## src/rtl/remap_pkg.sv

```systemverilog
package remap_pkg;
  localparam int unsigned PA_W = 20;

  localparam logic [PA_W-1:0] DEF_RAM_BASE  = 20'hF1000;
  localparam logic [PA_W-1:0] DEF_CODE_BASE = 20'h01000;
  localparam logic [PA_W-1:0] DEF_WIN_LEN   = 20'h07000;

  typedef enum logic [1:0] {
    CFG_RAM_BASE  = 2'd0,
    CFG_CODE_BASE = 2'd1,
    CFG_WIN_LEN   = 2'd2,
    CFG_NONE      = 2'd3
  } cfg_sel_e;

  typedef enum logic [1:0] {
    SZ_BYTE = 2'd0,
    SZ_HALF = 2'd1,
    SZ_WORD = 2'd2,
    SZ_RSVD = 2'd3
  } acc_size_e;

  typedef struct packed {
    logic [PA_W-1:0] ram_base;
    logic [PA_W-1:0] code_base;
    logic [PA_W-1:0] win_len;
  } win_cfg_t;
endpackage

```

## src/rtl/remap_cfg.sv

```systemverilog
module remap_cfg
  import remap_pkg::*;
(
  input  logic            clk,
  input  logic            rst_n,
  input  logic            we,
  input  logic [1:0]      sel,
  input  logic [PA_W-1:0] wdata,
  output win_cfg_t        cfg
);
  win_cfg_t cfg_q, cfg_d;
  logic     upd_en;

  assign upd_en = we && (sel != CFG_NONE);

  always_comb begin
    cfg_d = cfg_q;
    unique case (sel)
      CFG_RAM_BASE:  cfg_d.ram_base  = wdata;
      CFG_CODE_BASE: cfg_d.code_base = wdata;
      CFG_WIN_LEN:   cfg_d.win_len   = wdata;
      default:       cfg_d = cfg_q;
    endcase
  end

  always_ff @(posedge clk or negedge rst_n) begin
    if (!rst_n) begin
      cfg_q.ram_base  <= DEF_RAM_BASE;
      cfg_q.code_base <= DEF_CODE_BASE;
      cfg_q.win_len   <= DEF_WIN_LEN;
    end else if (upd_en) begin
      cfg_q <= cfg_d;
    end
  end

  assign cfg = cfg_q;

  AST_LEN_HOLD: assert property (@(posedge clk) disable iff (!rst_n)
    !we |=> $stable(cfg_q.win_len));
  AST_NONE_SEL_HOLD: assert property (@(posedge clk) disable iff (!rst_n)
    (we && sel == CFG_NONE) |=> $stable(cfg_q));
endmodule

```

## src/rtl/remap_window.sv

```systemverilog
module remap_window
  import remap_pkg::*;
#(
  parameter int unsigned IN_W     = 24,
  parameter int unsigned BANK_BIT = 16
) (
  input  logic            clk,
  input  logic            rst_n,
  input  win_cfg_t        cfg,
  input  logic            bank_sel,
  input  logic            req,
  input  logic [IN_W-1:0] addr,
  output logic [PA_W-1:0] paddr,
  output logic            hit
);
  localparam int unsigned EXT_W = PA_W + 1;

  logic [PA_W-1:0]      a_m;
  logic [IN_W-PA_W-1:0] addr_hi_unused;
  logic [EXT_W-1:0]     a_ext, lo_ext, hi_ext;
  logic                 in_win;
  logic [PA_W-1:0]      offs, redir;

  assign a_m            = addr[PA_W-1:0];
  assign addr_hi_unused = addr[IN_W-1:PA_W];

  always_comb begin
    a_ext  = {1'b0, a_m};
    lo_ext = {1'b0, cfg.ram_base};
    hi_ext = lo_ext + {1'b0, cfg.win_len};
    in_win = (a_ext >= lo_ext) && (a_ext < hi_ext);
    offs   = a_m - cfg.ram_base;
    redir  = offs + cfg.code_base;
    if (bank_sel) redir[BANK_BIT] = 1'b1;
  end

  assign hit   = req && in_win;
  assign paddr = in_win ? redir : a_m;

  AST_BANK_FORCED: assert property (@(posedge clk) disable iff (!rst_n)
    (hit && bank_sel) |-> paddr[BANK_BIT]);
  AST_MISS_PASS: assert property (@(posedge clk) disable iff (!rst_n)
    (req && !hit) |-> (paddr == addr[PA_W-1:0]));
  AST_ZERO_LEN_NO_HIT: assert property (@(posedge clk) disable iff (!rst_n)
    (cfg.win_len == '0) |-> !hit);
endmodule

```

## src/rtl/remap_fetch.sv

```systemverilog
module remap_fetch
  import remap_pkg::*;
#(
  parameter int unsigned           IN_W       = 24,
  parameter logic [PA_W:0]         CODE_LIMIT = 21'h040000,
  parameter logic [PA_W-1:0]       SFR_START  = 20'hF0000
) (
  input  logic            clk,
  input  logic            rst_n,
  input  logic [IN_W-1:0] addr,
  output logic [PA_W-1:0] paddr,
  output logic            blank
);
  logic [IN_W-PA_W-1:0] fhi_unused;
  logic [PA_W-1:0]      f_m;

  assign f_m        = addr[PA_W-1:0];
  assign fhi_unused = addr[IN_W-1:PA_W];
  assign paddr      = f_m;
  assign blank      = ({1'b0, f_m} >= CODE_LIMIT) && (f_m < SFR_START);

  AST_BLANK_BELOW_SFR: assert property (@(posedge clk) disable iff (!rst_n)
    blank |-> (paddr < SFR_START));
endmodule

```

## src/rtl/remap_wait.sv

```systemverilog
module remap_wait
  import remap_pkg::*;
#(
  parameter int unsigned WAIT_CYC = 3
) (
  input  logic       clk,
  input  logic       rst_n,
  input  logic       hit,
  input  logic       wr,
  input  logic [1:0] size,
  output logic       stall
);
  localparam int unsigned WAIT_W = $clog2(WAIT_CYC + 1);
  localparam logic [WAIT_W-1:0] WAIT_LD = WAIT_W'(WAIT_CYC);

  logic [WAIT_W-1:0] cnt_q, cnt_d;
  logic              slow_rd, busy, cnt_en;

  assign slow_rd = hit && !wr && ((size == SZ_BYTE) || (size == SZ_HALF));
  assign busy    = (cnt_q != '0);
  assign cnt_en  = slow_rd || busy;

  always_comb begin
    cnt_d = cnt_q;
    if (busy)         cnt_d = cnt_q - 1'b1;
    else if (slow_rd) cnt_d = WAIT_LD;
  end

  always_ff @(posedge clk or negedge rst_n) begin
    if (!rst_n)       cnt_q <= '0;
    else if (cnt_en)  cnt_q <= cnt_d;
  end

  assign stall = busy;

  AST_STALL_START: assert property (@(posedge clk) disable iff (!rst_n)
    (slow_rd && !stall) |=> stall);
  AST_NO_SPURIOUS: assert property (@(posedge clk) disable iff (!rst_n)
    (!slow_rd && !stall) |=> !stall);
  AST_CNT_BOUND: assert property (@(posedge clk) disable iff (!rst_n)
    cnt_q <= WAIT_LD);
endmodule

```

## src/rtl/mirror_remap.sv

```systemverilog
module mirror_remap
  import remap_pkg::*;
#(
  parameter int unsigned     IN_W       = 24,
  parameter int unsigned     BANK_BIT   = 16,
  parameter int unsigned     WAIT_CYC   = 3,
  parameter logic [PA_W:0]   CODE_LIMIT = 21'h040000,
  parameter logic [PA_W-1:0] SFR_START  = 20'hF0000
) (
  input  logic            clk,
  input  logic            rst_n,
  input  logic            cfg_we,
  input  logic [1:0]      cfg_sel,
  input  logic [19:0]     cfg_wdata,
  input  logic            bank_sel,
  input  logic            dreq,
  input  logic            dwr,
  input  logic [1:0]      dsize,
  input  logic [23:0]     daddr,
  output logic [19:0]     dpaddr,
  output logic            dhit,
  output logic            stall,
  input  logic [23:0]     faddr,
  output logic [19:0]     fpaddr,
  output logic            fblank
);
  win_cfg_t cfg;

  remap_cfg u_cfg (
    .clk   (clk),
    .rst_n (rst_n),
    .we    (cfg_we),
    .sel   (cfg_sel),
    .wdata (cfg_wdata),
    .cfg   (cfg)
  );

  remap_window #(.IN_W(IN_W), .BANK_BIT(BANK_BIT)) u_win (
    .clk      (clk),
    .rst_n    (rst_n),
    .cfg      (cfg),
    .bank_sel (bank_sel),
    .req      (dreq),
    .addr     (daddr),
    .paddr    (dpaddr),
    .hit      (dhit)
  );

  remap_wait #(.WAIT_CYC(WAIT_CYC)) u_wait (
    .clk   (clk),
    .rst_n (rst_n),
    .hit   (dhit),
    .wr    (dwr),
    .size  (dsize),
    .stall (stall)
  );

  remap_fetch #(.IN_W(IN_W), .CODE_LIMIT(CODE_LIMIT), .SFR_START(SFR_START)) u_fetch (
    .clk   (clk),
    .rst_n (rst_n),
    .addr  (faddr),
    .paddr (fpaddr),
    .blank (fblank)
  );

  AST_FETCH_NEVER_REDIR: assert property (@(posedge clk) disable iff (!rst_n)
    (fpaddr == faddr[19:0]));
  AST_IDLE_NO_HIT: assert property (@(posedge clk) disable iff (!rst_n)
    !dreq |-> !dhit);
endmodule

```

## config.mk

```make
export PLATFORM = sky130hd
export DESIGN_NAME = mirror_remap
export DESIGN_NICKNAME = d
export VERILOG_FILES = /design/src/rtl/remap_pkg.sv /design/src/rtl/remap_cfg.sv /design/src/rtl/remap_window.sv /design/src/rtl/remap_fetch.sv /design/src/rtl/remap_wait.sv /design/src/rtl/mirror_remap.sv
export SDC_FILE = /design/constraint.sdc
export NUM_CORES = 1
export LEC_CHECK = 0
export ABC_CLOCK_PERIOD_IN_PS = 7920
export BUFFER_PORTS_ARGS = -buffer_cell sky130_fd_sc_hd__buf_2
export CORE_MARGIN = 4
export CORE_UTILIZATION = 35
export CTS_BUF_LIST = sky130_fd_sc_hd__clkbuf_16
export CTS_CLUSTER_DIAMETER = 30
export DETAILED_ROUTE_END_ITERATION = 10
export PLACE_DENSITY = 0.58
export SYNTH_ARGS = -nofsm -noshare
export SYNTH_HDL_FRONTEND = slang
export SYNTH_SLANG_ARGS = --single-unit
```

## constraint.sdc

```tcl
create_clock -name clk -period 7.92 [get_ports clk]
set_input_delay 0.396 -clock clk [delete_from_list [all_inputs] [get_ports clk]]
set_output_delay 0.396 -clock clk [all_outputs]
set_load 0.01 [all_outputs]
```

Word-level counts from Yosys, hierarchy flattened

Cells that the tools add are included.

Bits in registers: 62
Bits of input ports: 78
Output and inout bits: 43
Logic and storage cells: 37

Add/sub/neg operators: 4
$lt $le $gt $ge: 4
Equality and inequality tests: 4
Multiplexer cells: 4
Reductions and logical operators: 17

Operator list:

| cell                                                                                   | number |
|---|---|
| 20-bit by 20-bit adder with 21-bit output                                              | 1 |
| 20-bit by 21-bit < comparator with 1-bit output                                        | 1 |
| 20-bit adder                                                                           | 1 |
| 20-bit by 19-bit greater-or-equal comparator with 1-bit output (second input constant) | 1 |
| 20-bit greater-or-equal comparator                                                     | 1 |
| 20-bit < comparator (second input constant)                                            | 1 |
| 20-bit two-way mux                                                                     | 1 |
| 20-bit subtractor                                                                      | 1 |
| 2-bit AND reduction                                                                    | 4 |
| 1-bit logical AND                                                                      | 6 |
| 2-bit by 1-bit == test with 1-bit output (second input constant)                       | 2 |
| 2-bit zero test                                                                        | 2 |
| 2-bit two-way mux                                                                      | 2 |
| 2-bit nonzero test                                                                     | 2 |
| 2-bit == test (second input constant)                                                  | 1 |
| 1-bit logical OR                                                                       | 2 |
| 2-bit inequality test (second input constant)                                          | 1 |
| 2-bit by 1-bit subtractor with 2-bit output (second input constant)                    | 1 |
| 1-bit zero test                                                                        | 1 |
| 1-bit two-way mux                                                                      | 1 |

Logic depth before layout (Yosys ltp)

Gate-level depths: netlist of the first run.

Depth in word-level cells: 8
Gate-level depth with buffers: 20
Depth with buffers taken out: 19

Hierarchy

Synthesis of the first run repeated with hierarchy kept, for this count alone.

Cells, all modules: 653
Area total of the unflattened synthesis: 6202.2 um^2

Modules (own cells, without submodules):

| module       | instances | cells each | area an instance (um^2) | seq. area each (um^2) |
|---|---|---|---|---|
| remap_window | 1         | 488        | 3647.2                  | 0.0 |
| remap_cfg    | 1         | 129        | 2250.9                  | 1512.7 |
| remap_fetch  | 1         | 22         | 163.9                   | 0.0 |
| remap_wait   | 1         | 14         | 140.1                   | 50.0 |

Worst setup path after synthesis of the first run

OpenSTA, ideal clock, no wires.

Path type: reg2out
From: register u_cfg.cfg_q, in the netlist u_cfg.cfg[40]
To: output port dpaddr[10]
Arrival: 3900 ps
Required time: 7524 ps
Setup slack: 3624 ps
Stages on the path, launching flop included: 21
Cell sequence: dfrtp_1 ha_1 inv_1 fa_1 nor2b_1 o31a_1 o31a_1 o311ai_4 o211ai_1 a21o_1 a21oi_1 xor2_1 ha_1 a21o_1 a21oi_1 nor2_1 nor2_1 a32oi_2 nor3_2 buf_2 mux2i_1

Word-level cells in the longest chain between the ends: 4
Elaborated cells on any way between the ends: 7

RTL lines:

| what                                            | line               | source |
|---|---|---|
| from (decl)                                     | remap_cfg.sv:11    | `win_cfg_t cfg_q, cfg_d;` |
| from (signal assigned)                          | remap_cfg.sv:32    | `cfg_q <= cfg_d;` |
| 20-bit by 20-bit adder with 21-bit output       | remap_window.sv:30 | `hi_ext = lo_ext + {1'b0, cfg.win_len};` |
| 20-bit by 21-bit < comparator with 1-bit output | remap_window.sv:31 | `in_win = (a_ext >= lo_ext) && (a_ext < hi_ext);` |
| 1-bit logical AND                               | remap_window.sv:31 |  |
| 20-bit two-way mux (*)                          | remap_window.sv:38 | `assign paddr = in_win ? redir : a_m;` |
| to (decl)                                       | mirror_remap.sv:20 | `output logic [19:0] dpaddr,` |

Mark *: on every way between the ends. The rest lies on a longest branch, timed or not.

Worst setup path in the final report of the first run

From: register u_cfg.cfg_q, in the netlist u_cfg.cfg[40]
To: output port dpaddr[6]

The elaborated chain is that of the path after synthesis.

==> results of run 1 <==
[per-stage QoR]
step	setup slack, ps	hold WS (ps)
after floorplan	3624	100.4
after global placement	2846	487.0
after detailed placement	2796	493.0
after CTS	2417	252.3
after global routing	2043	294.4
final	2442	216.8
[cell usage after synthesis (15+ instances only)]
master / n
buf_4: 20
dfrtp_1: 53
a21o_1: 20
xor2_1: 20
inv_1: 106
ha_1: 80
fa_1: 20
o21ai_0: 41
a21oi_1: 34
mux2i_1: 15
mux2_2: 44
nand2_1: 38
nor2_1: 23
[state kept, by name, summed over array words and instances, names as in the netlist]
register and cells:
u_wait.cnt_q 2, u_cfg.cfg 60
[worst max-delay path by stage]
stage	startpoint	to	cells after the start
final	u_cfg.cfg[40]$_DFFE_PN0P_	dpaddr[6]	20
after global routing	u_cfg.cfg[40]$_DFFE_PN0P_	dpaddr[7]	20
after CTS	u_cfg.cfg[40]$_DFFE_PN0P_	dpaddr[0]	20
after detailed placement	u_cfg.cfg[40]$_DFFE_PN0P_	dpaddr[0]	20
after global placement	u_cfg.cfg[40]$_DFFE_PN0P_	dpaddr[6]	20
after floorplan	u_cfg.cfg[40]$_DFFE_PN0P_	dpaddr[10]	20
[worst max-delay path: cells and delay by family, from the launching register on]
| family | cells | cell delay, ps |
|---|---|---|
| AO/OA/AOI/OAI | 9 | 2070 |
| XOR/XNOR | 1 | 170 |
| adder cells (fa/ha/maj) | 3 | 670 |
| buffers and inverters | 3 | 620 |
| flip-flops | 1 | 420 |
| multiplexers | 1 | 330 |
| AND/OR/NAND/NOR | 3 | 450 |
[logic make-up after synthesis]
| group | count (synthesis) | synth area share (%) |
|---|---|---|
| buffers and inverters | 136 | 9.650 |
| flip-flops | 62 | 25.38 |
| AND/OR/NAND/NOR | 128 | 10.73 |
| multiplexers | 64 | 11.70 |
| AO/OA/AOI/OAI | 144 | 15.38 |
| XOR/XNOR | 31 | 4.409 |
| adder cells (fa/ha/maj) | 100 | 22.75 |
[report_power, final]
group          total [W]  switching [W]  internal (W)
sequential      0.000431      0.0000460      0.000385
clock           0.000420       0.000147      0.000273
combinational    0.00129       0.000699      0.000591
total            0.00214       0.000892       0.00125
[layer usage]
metal | routed length [µm] | GRT usage (%) | up-vias
met5 | 0 | 0 | -
met3 | 544 | 2.476 | 13
met4 | 196 | 4.284 | 0
met1 | 7342 | 21.25 | 2211
met2 | 6352 | 23.24 | 84
li1 | - | - | 2412
[layout make-up]
cell class | instances | area, µm² | area share [%]
multi-input combinational | 467 | 4013 | 57.27
timing repair buffer | 84 | 432.9 | 6.179
tap | 225 | 281.5 | 4.018
clock buffer | 9 | 225.2 | 3.214
inverter | 106 | 397.9 | 5.679
clock inverter | 7 | 91.34 | 1.304
antenna | 1 | 2.502 | 0.03571
sequential | 62 | 1563 | 22.30
[cells in the final DEF, fill, tap and decap left out, drive strengths merged, types with 12 or more instances in the layout]
cell	n
inv	107
buf	84
ha	80
dfrtp	53
mux2	49
o21ai	41
nand2	38
a21oi	34
nor2	23
a21o	20
xor2	20
fa	20
mux2i	15
o21a	13
nor3	12
==> summary.md, run 1 <==
| Metric | Value |
|---|---|
| Post-synth EDFFs | `0` |
| R2R Path Start | `u_cfg.cfg[40]$_DFFE_PN0P_` |
| R2R setup slack | `3480 ps` |
| Tmin final | `5478 ps` |
| Post-Layout Inst Area | `7007 µm²` |
| Register area share after synthesis | `25.38%` |
| Skew final | `7.622 ps` |
| GRT overflow | `0` |
| Crit-path max cell delay | `420 ps` |
| Placed inst area | `6688 µm²` |
| Crit path cell chain | `ha_1 -> inv_1 -> fa_1 -> nor2b_1 -> o31a_1 -> o31ai_1 -> nand2_1 -> o21ai_0 -> xor2_1 -> ha_1 -> a21oi_1 -> o21ai_0 -> a2111oi_0 -> a41oi_1 -> o211ai_1 -> a32oi_2 -> nor3_4 -> buf_4 -> mux2_4 -> buf_2` |
| Reg clk slew, reported paths | `60 ps` |
| Worst EP required | `7520 ps` |
| DP HPWL | `11.79 mm` |
| Aggregate routed wire length | `14.44 mm` |
| Syn Nets | `843` |
| Clk root buf | `clkbuf_16` |
| Run status | `finished, final reports clean` |
| CTS tree | `done` |
| GRT Total Usage | `14.87%` |
| Async SR Flop Fraction | `100.0%` |
| Fraction of layout cells with a size suffix above 1 | `23.13%` |
| Peak supply drop | `0.1176 mV` |
| Unique cell type count in the Yosys netlist | `59` |
| Antenna Nets Post-Route | `0` |
| Top-area cell type share of the netlist area | `21.54%` |
| Critical Path Slowest Stage Cell | `dfrtp_1` |
| TNS Setup | `0 ps` |
| Yosys reg bits | `62` |
| Worst Tran Pin Value | `807.8 ps` |
| Fmax | `0.1825 GHz` |
| First-pass GRT wire length | `23.47 mm` |
| Core Rows | `48` |
| Setup Viol. Count Final | `0` |
| Core box area | `17300 µm²` |
| Post-synthesis cell area | `6158 µm²` |
| Min-Delay Path Class | `in -> async` |
| PD cells | `305.6 nW/µm²` |
| Ys flop type | `dfrtp_1` |
| Cell accounting for the most synthesized area | `dfrtp_1` |
| Clock sink count | `62` |
| Area grow syn2layout | `13.77%` |
| Max transition margin | `46.15%` |
| # placed instances | `944` |
| Final core occ | `40.51%` |
| Die ar. | `19780 µm²` |
| Postcts setup bufs | `0` |
| R2r worst-path depth | `18` |
| DIE HEIGHT | `140.6 µm` |
| Fin. Hold Viols | `0` |
| Largest net degree at the start of global routing | `63` |
| Period utilization | `69.17%` |
| Via Count | `4720` |
| Syn Inst Count | `665` |
| Fillcell total | `1734` |
| Synth warn | `0` |
| Cts repair resizes | `0` |
| Crit start category | `register` |
| Longest Clk Path Bufs | `2` |
| Vias in the first global route | `4739` |
| Fin cells | `961` |
| Arr. time, crit path | `5080 ps` |
| CP endpoint kind | `output port` |
| Drt drc | `0` |
| Initial drt markers | `212` |
| Layout Nets | `908` |
| Gpl congestion | `0.8671` |
| Number of port buffers | `79` |
| Chip width | `140.6 µm` |
| Worst R2R End | `u_wait.cnt_q[1]$_DFFE_PN0P_` |
| WL per Instance | `15.02 µm` |
| Critical path fanouts, max | `19` |
| DR pass1 iterations | `4` |
| Pwr Total | `0.002141 W` |
| Final Max Tran Viols | `0` |
| IO Pins | `121` |
| Initial Utilization | `35.60%` |
| LEAKAGE | `3.500 nW` |
| Initial antenna violation count | `0` |
| RSZ-0062 raised after global routing | `no` |
| Clk Latency, worst-skew pair | `330 ps` |
| Mean Syn Cell Area | `9.261 µm²` |
| Vias/cell | `4.912` |
| Number of CTS-inserted buffers | `9` |
| Synth top area cells | `dfrtp_1 (22%), ha_1 (16%), mux2_2 (8.0%)` |
| Htree depth | `3` |
| Cts hold-fix bufs | `0` |
| # Max-Cap Violations | `0` |
| Crit Path Class | `reg -> out` |
(Power assumes the default switching activity.)
==> run 2, diff against run 1 <==
--- a/config.mk
+++ b/config.mk
@@ -5,14 +5,14 @@
 export SDC_FILE = /design/constraint.sdc
 export NUM_CORES = 1
 export LEC_CHECK = 0
-export ABC_CLOCK_PERIOD_IN_PS = 7920
+export ABC_CLOCK_PERIOD_IN_PS = 4550
 export BUFFER_PORTS_ARGS = -buffer_cell sky130_fd_sc_hd__buf_2
 export CORE_MARGIN = 4
 export CORE_UTILIZATION = 35
 export CTS_BUF_LIST = sky130_fd_sc_hd__clkbuf_16
 export CTS_CLUSTER_DIAMETER = 30
 export DETAILED_ROUTE_END_ITERATION = 10
-export PLACE_DENSITY = 0.58
+export PLACE_DENSITY = 0.6
 export SYNTH_ARGS = -nofsm -noshare
 export SYNTH_HDL_FRONTEND = slang
 export SYNTH_SLANG_ARGS = --single-unit
==> constraint.sdc (replaced) <==
create_clock -name clk -period 4.55 [get_ports clk]
set_input_delay 0.2275 -clock clk [delete_from_list [all_inputs] [get_ports clk]]
set_output_delay 0.2275 -clock clk [all_outputs]
set_load 0.01 [all_outputs]
==> run 2 against run 1 <==
Net effect:
- the run now ends with negative setup slack left
- clock power increased by 85%
- clock skew about the same
- die area unchanged
- hold slack got worse by 160 ps
- critical path depth increased by 2
- utilization increased by 2.7 points
- total power increased by 95%
- via count increased by 0.66%
- routed wire length increased by 5.9%
- critical endpoint is now dpaddr[15]
- largest cell class unchanged
==> summary.md, run 2 (synthesis results as in run 1) <==
| Metric | Value |
|---|---|
| Run status | `finished, violations left` |
| Violated checks | `negative setup slack` |
| Fmax | `0.2055 GHz` |
| Final core occ | `43.18% (+2.7 points)` |
| Vias/cell | `4.818 (-1.9%)` |
| Number of CTS-inserted buffers | `9 (unchanged)` |
| Skew final | `8.110 ps (+0.4878 ps)` |
| Period utilization | `106.9%` |
| Largest net degree at the start of global routing | `63 (unchanged)` |
| Crit-path max cell delay | `390 ps (-30 ps)` |
| IO Pins | `121 (unchanged)` |
| Critical Path Slowest Stage Cell | `dfrtp_1` |
| Int Power | `0.002493 W (+99%)` |
| Htree depth | `3 (unchanged)` |
| Initial drt markers | `219 (+3.3%)` |
| Setup ws final | `-315.4 ps (-2757 ps)` |
| Clk Latency, worst-skew pair | `330 ps (about the same)` |
| Max transition margin | `46.57% (+0.42 points)` |
| Net Sw Power | `0.001675 W (+88%)` |
| Power share of the clock group | `18.7% (-0.9 points)` |
| Crit path cell chain | `ha_2 -> inv_2 -> fa_2 -> nor2b_2 -> o31a_1 -> buf_6 -> o21a_1 -> o21a_1 -> o21a_1 -> o31ai_2 -> ha_1 -> and4_1 -> nand3_1 -> or3_4 -> a41oi_2 -> o211ai_1 -> a32oi_2 -> nor3_4 -> buf_6 -> clkbuf_16 -> mux2_4 -> buf_6` |
| R2R Path Start | `u_cfg.cfg[0]$_DFFE_PN0P_` |
| Final Max Tran Viols | `0 (unchanged)` |
| Core box area | `17300 µm² (unchanged)` |
| Critical path fanouts, max | `4 (-15)` |
| Final Hold Slack | `60.47 ps (-156.3 ps)` |
| R2r worst-path depth | `22 (+4)` |
| Fillcell total | `1720 (-0.81%)` |
| Crit start category | `register` |
| Global route hottest layer | `met2` |
| Initial Utilization | `35.60% (unchanged)` |
| Layout Nets | `933 (+2.8%)` |
| Net Sw Frac | `40.18% (-1.5 points)` |
| Part of the power in registers | `18.0% (-2.1 points)` |
| Gpl congestion | `0.8140 (-6.1%)` |
| Worst EP required | `4320 ps (-3200 ps)` |
| CP endpoint kind | `output port` |
| Via Count | `4751 (+0.66%)` |
| Area grow syn2layout | `21.27%` |
| Clk root buf | `clkbuf_16` |
| DP HPWL | `12.03 mm (+2.0%)` |
| Min-Delay Path Class | `in -> async` |
| Aggregate routed wire length | `15.28 mm (+5.9%)` |
| Number of port buffers | `79 (unchanged)` |
| Drt drc | `0 (unchanged)` |
| Worst path top cell family by delay | `compound AO/OA/AOI/OAI gates` |
| Worst R2R End | `u_wait.cnt_q[1]$_DFFE_PN0P_` |
| GRT Total Usage | `15.80% (+0.93 points)` |
| LEAKAGE | `3.704 nW (+5.9%)` |
| Antenna Nets Post-Route | `0 (unchanged)` |
| Die ar. | `19780 µm² (unchanged)` |
| Arr. time, crit path | `4640 ps (-440 ps)` |
| Setup Viol. Count Final | `21 (+21)` |
| Longest Clk Path Bufs | `2 (unchanged)` |
| Fraction of layout cells with a size suffix above 1 | `28.29% (+5.2 points)` |
| GRT overflow | `0 (unchanged)` |
| GRT met1 Usage | `23.38% (+2.1 points)` |
| RSZ-0062 raised after global routing | `yes` |
| Tmin final | `4865 ps` |
| Chip width | `140.6 µm (unchanged)` |
| Pwr Total | `0.004168 W (+95%)` |
| WL per Instance | `15.50 µm (+3.2%)` |
| Vias in the first global route | `4863 (+2.6%)` |
| DR pass1 iterations | `4 (unchanged)` |
| R2R setup slack | `170 ps (-3310 ps)` |
| First-pass GRT wire length | `25.11 mm (+7.0%)` |
| Met2 usage | `24.12% (+0.88 points)` |
| PD cells | `558.1 nW/µm² (+83%)` |
| DIE HEIGHT | `140.6 µm (unchanged)` |
| Reg clk slew, reported paths | `60 ps (about the same)` |
| Crit path depth | `22 (+10%)` |
| Crit Path Class | `reg -> out` |
| Most frequent cells in the layout | `inv_1 (106), ha_1 (78), buf_2 (71)` |
| TNS Setup | `-5208 ps (-5208 ps)` |
| Max reg flops | `60 (unchanged)` |
| Met3 Use GR | `2.171% (-0.31 points)` |
| Pre-CTS WS | `-34.92 ps (-2831 ps)` |
| Commonest non-fill, non-tap cell in the layout | `inv_1` |
| Clock sink count | `62 (unchanged)` |
| Worst Tran Pin Value | `801.5 ps (-6.285 ps)` |
| CTS tree | `done` |
| Buf/Inv on CP | `5 (+2)` |
| Comb pwr share | `63.4% (+3.2 points)` |
| Core Rows | `48 (unchanged)` |
| Peak supply drop | `0.1795 mV (+53%)` |
| Fin. Hold Viols | `0 (unchanged)` |
| Initial antenna violation count | `2 (+2)` |
| # Max-Cap Violations | `0 (unchanged)` |
==> run 2: final cells by class <==
type	instances	area, µm²	area share (%)
diodes	1	2.502	0.03351
clock buffers	9	225.2	3.016
clock inverters	7	106.4	1.424
inverters	106	397.9	5.328
multi-input cells	467	4133	55.34
flip-flops and latches	62	1563	20.92
well taps	225	281.5	3.769
repair buffers	109	759.5	10.17
==> run 2: stage by stage <==
| step | instance area (µm²) | instances |
|---|---|---|
| global route | 7468 | 986 |
| global placement | 6835 | 962 |
| floorplan | 6158 | 665 |
| finish | 7468 | 986 |
| detailed placement | 6835 | 962 |
| CTS | 7376 | 983 |
==> run 2: what timing repair did <==
action,CTS,global route
gates resized for setup,29,16
endpoints found under the setup margin,21,23
gates cloned,1,1
hold buffers,0,0
pin swaps,6,10
setup buffers,5,1
==> run 2: worst reg2reg max path, cell delays in order (launching register included) <==
cell	delay, ps
dfrtp_1	390
ha_2	200
inv_2	50
fa_2	190
nor2b_2	50
o31a_1	280
buf_6	140
o31a_1	270
o311ai_4	240
o211ai_1	140
a21o_1	190
a21oi_2	150
xor2_1	160
ha_1	260
a21o_1	190
a21oi_2	130
nor2_1	50
nor2_1	130
a32oi_2	100
buf_4	160
o41ai_1	470
buf_4	200
mux2i_1	160
==> run 2: power by group through the flow <==
| stage | clock, W | sequential (W) | combinational, W |
|---|---|---|---|
| 2_1_floorplan | 0 | 0.000729 | 0.00174 |
| 3_3_place_gp | 0 | 0.000752 | 0.00232 |
| 3_5_place_dp | 0 | 0.000754 | 0.00234 |
| 4_1_cts | 0.000792 | 0.000747 | 0.00257 |
| 5_1_grt | 0.000813 | 0.000761 | 0.00297 |
| 6_report | 0.000778 | 0.000749 | 0.00264 |
==> run 2: routing by layer <==
metal  wire (µm)  vias to the layer above
met1        7611                     2184
met5          13                        -
li1            -                     2463
met2        6736                       84
met4         228                        2
met3         690                       18
==> run 2: how the worst max path moves through the flow <==
stage / slack (ps) / end / startpoint
after floorplan: 420 / dpaddr[10] / u_cfg.cfg[40]$_DFFE_PN0P_
after global placement: 20 / dpaddr[19] / u_cfg.cfg[0]$_DFFE_PN0P_
after detailed placement: -30 / dpaddr[19] / u_cfg.cfg[0]$_DFFE_PN0P_
after CTS: -270 / dpaddr[4] / u_cfg.cfg[0]$_DFFE_PN0P_
after global routing: -510 / dpaddr[15] / u_cfg.cfg[0]$_DFFE_PN0P_
final: -320 / dpaddr[15] / u_cfg.cfg[0]$_DFFE_PN0P_
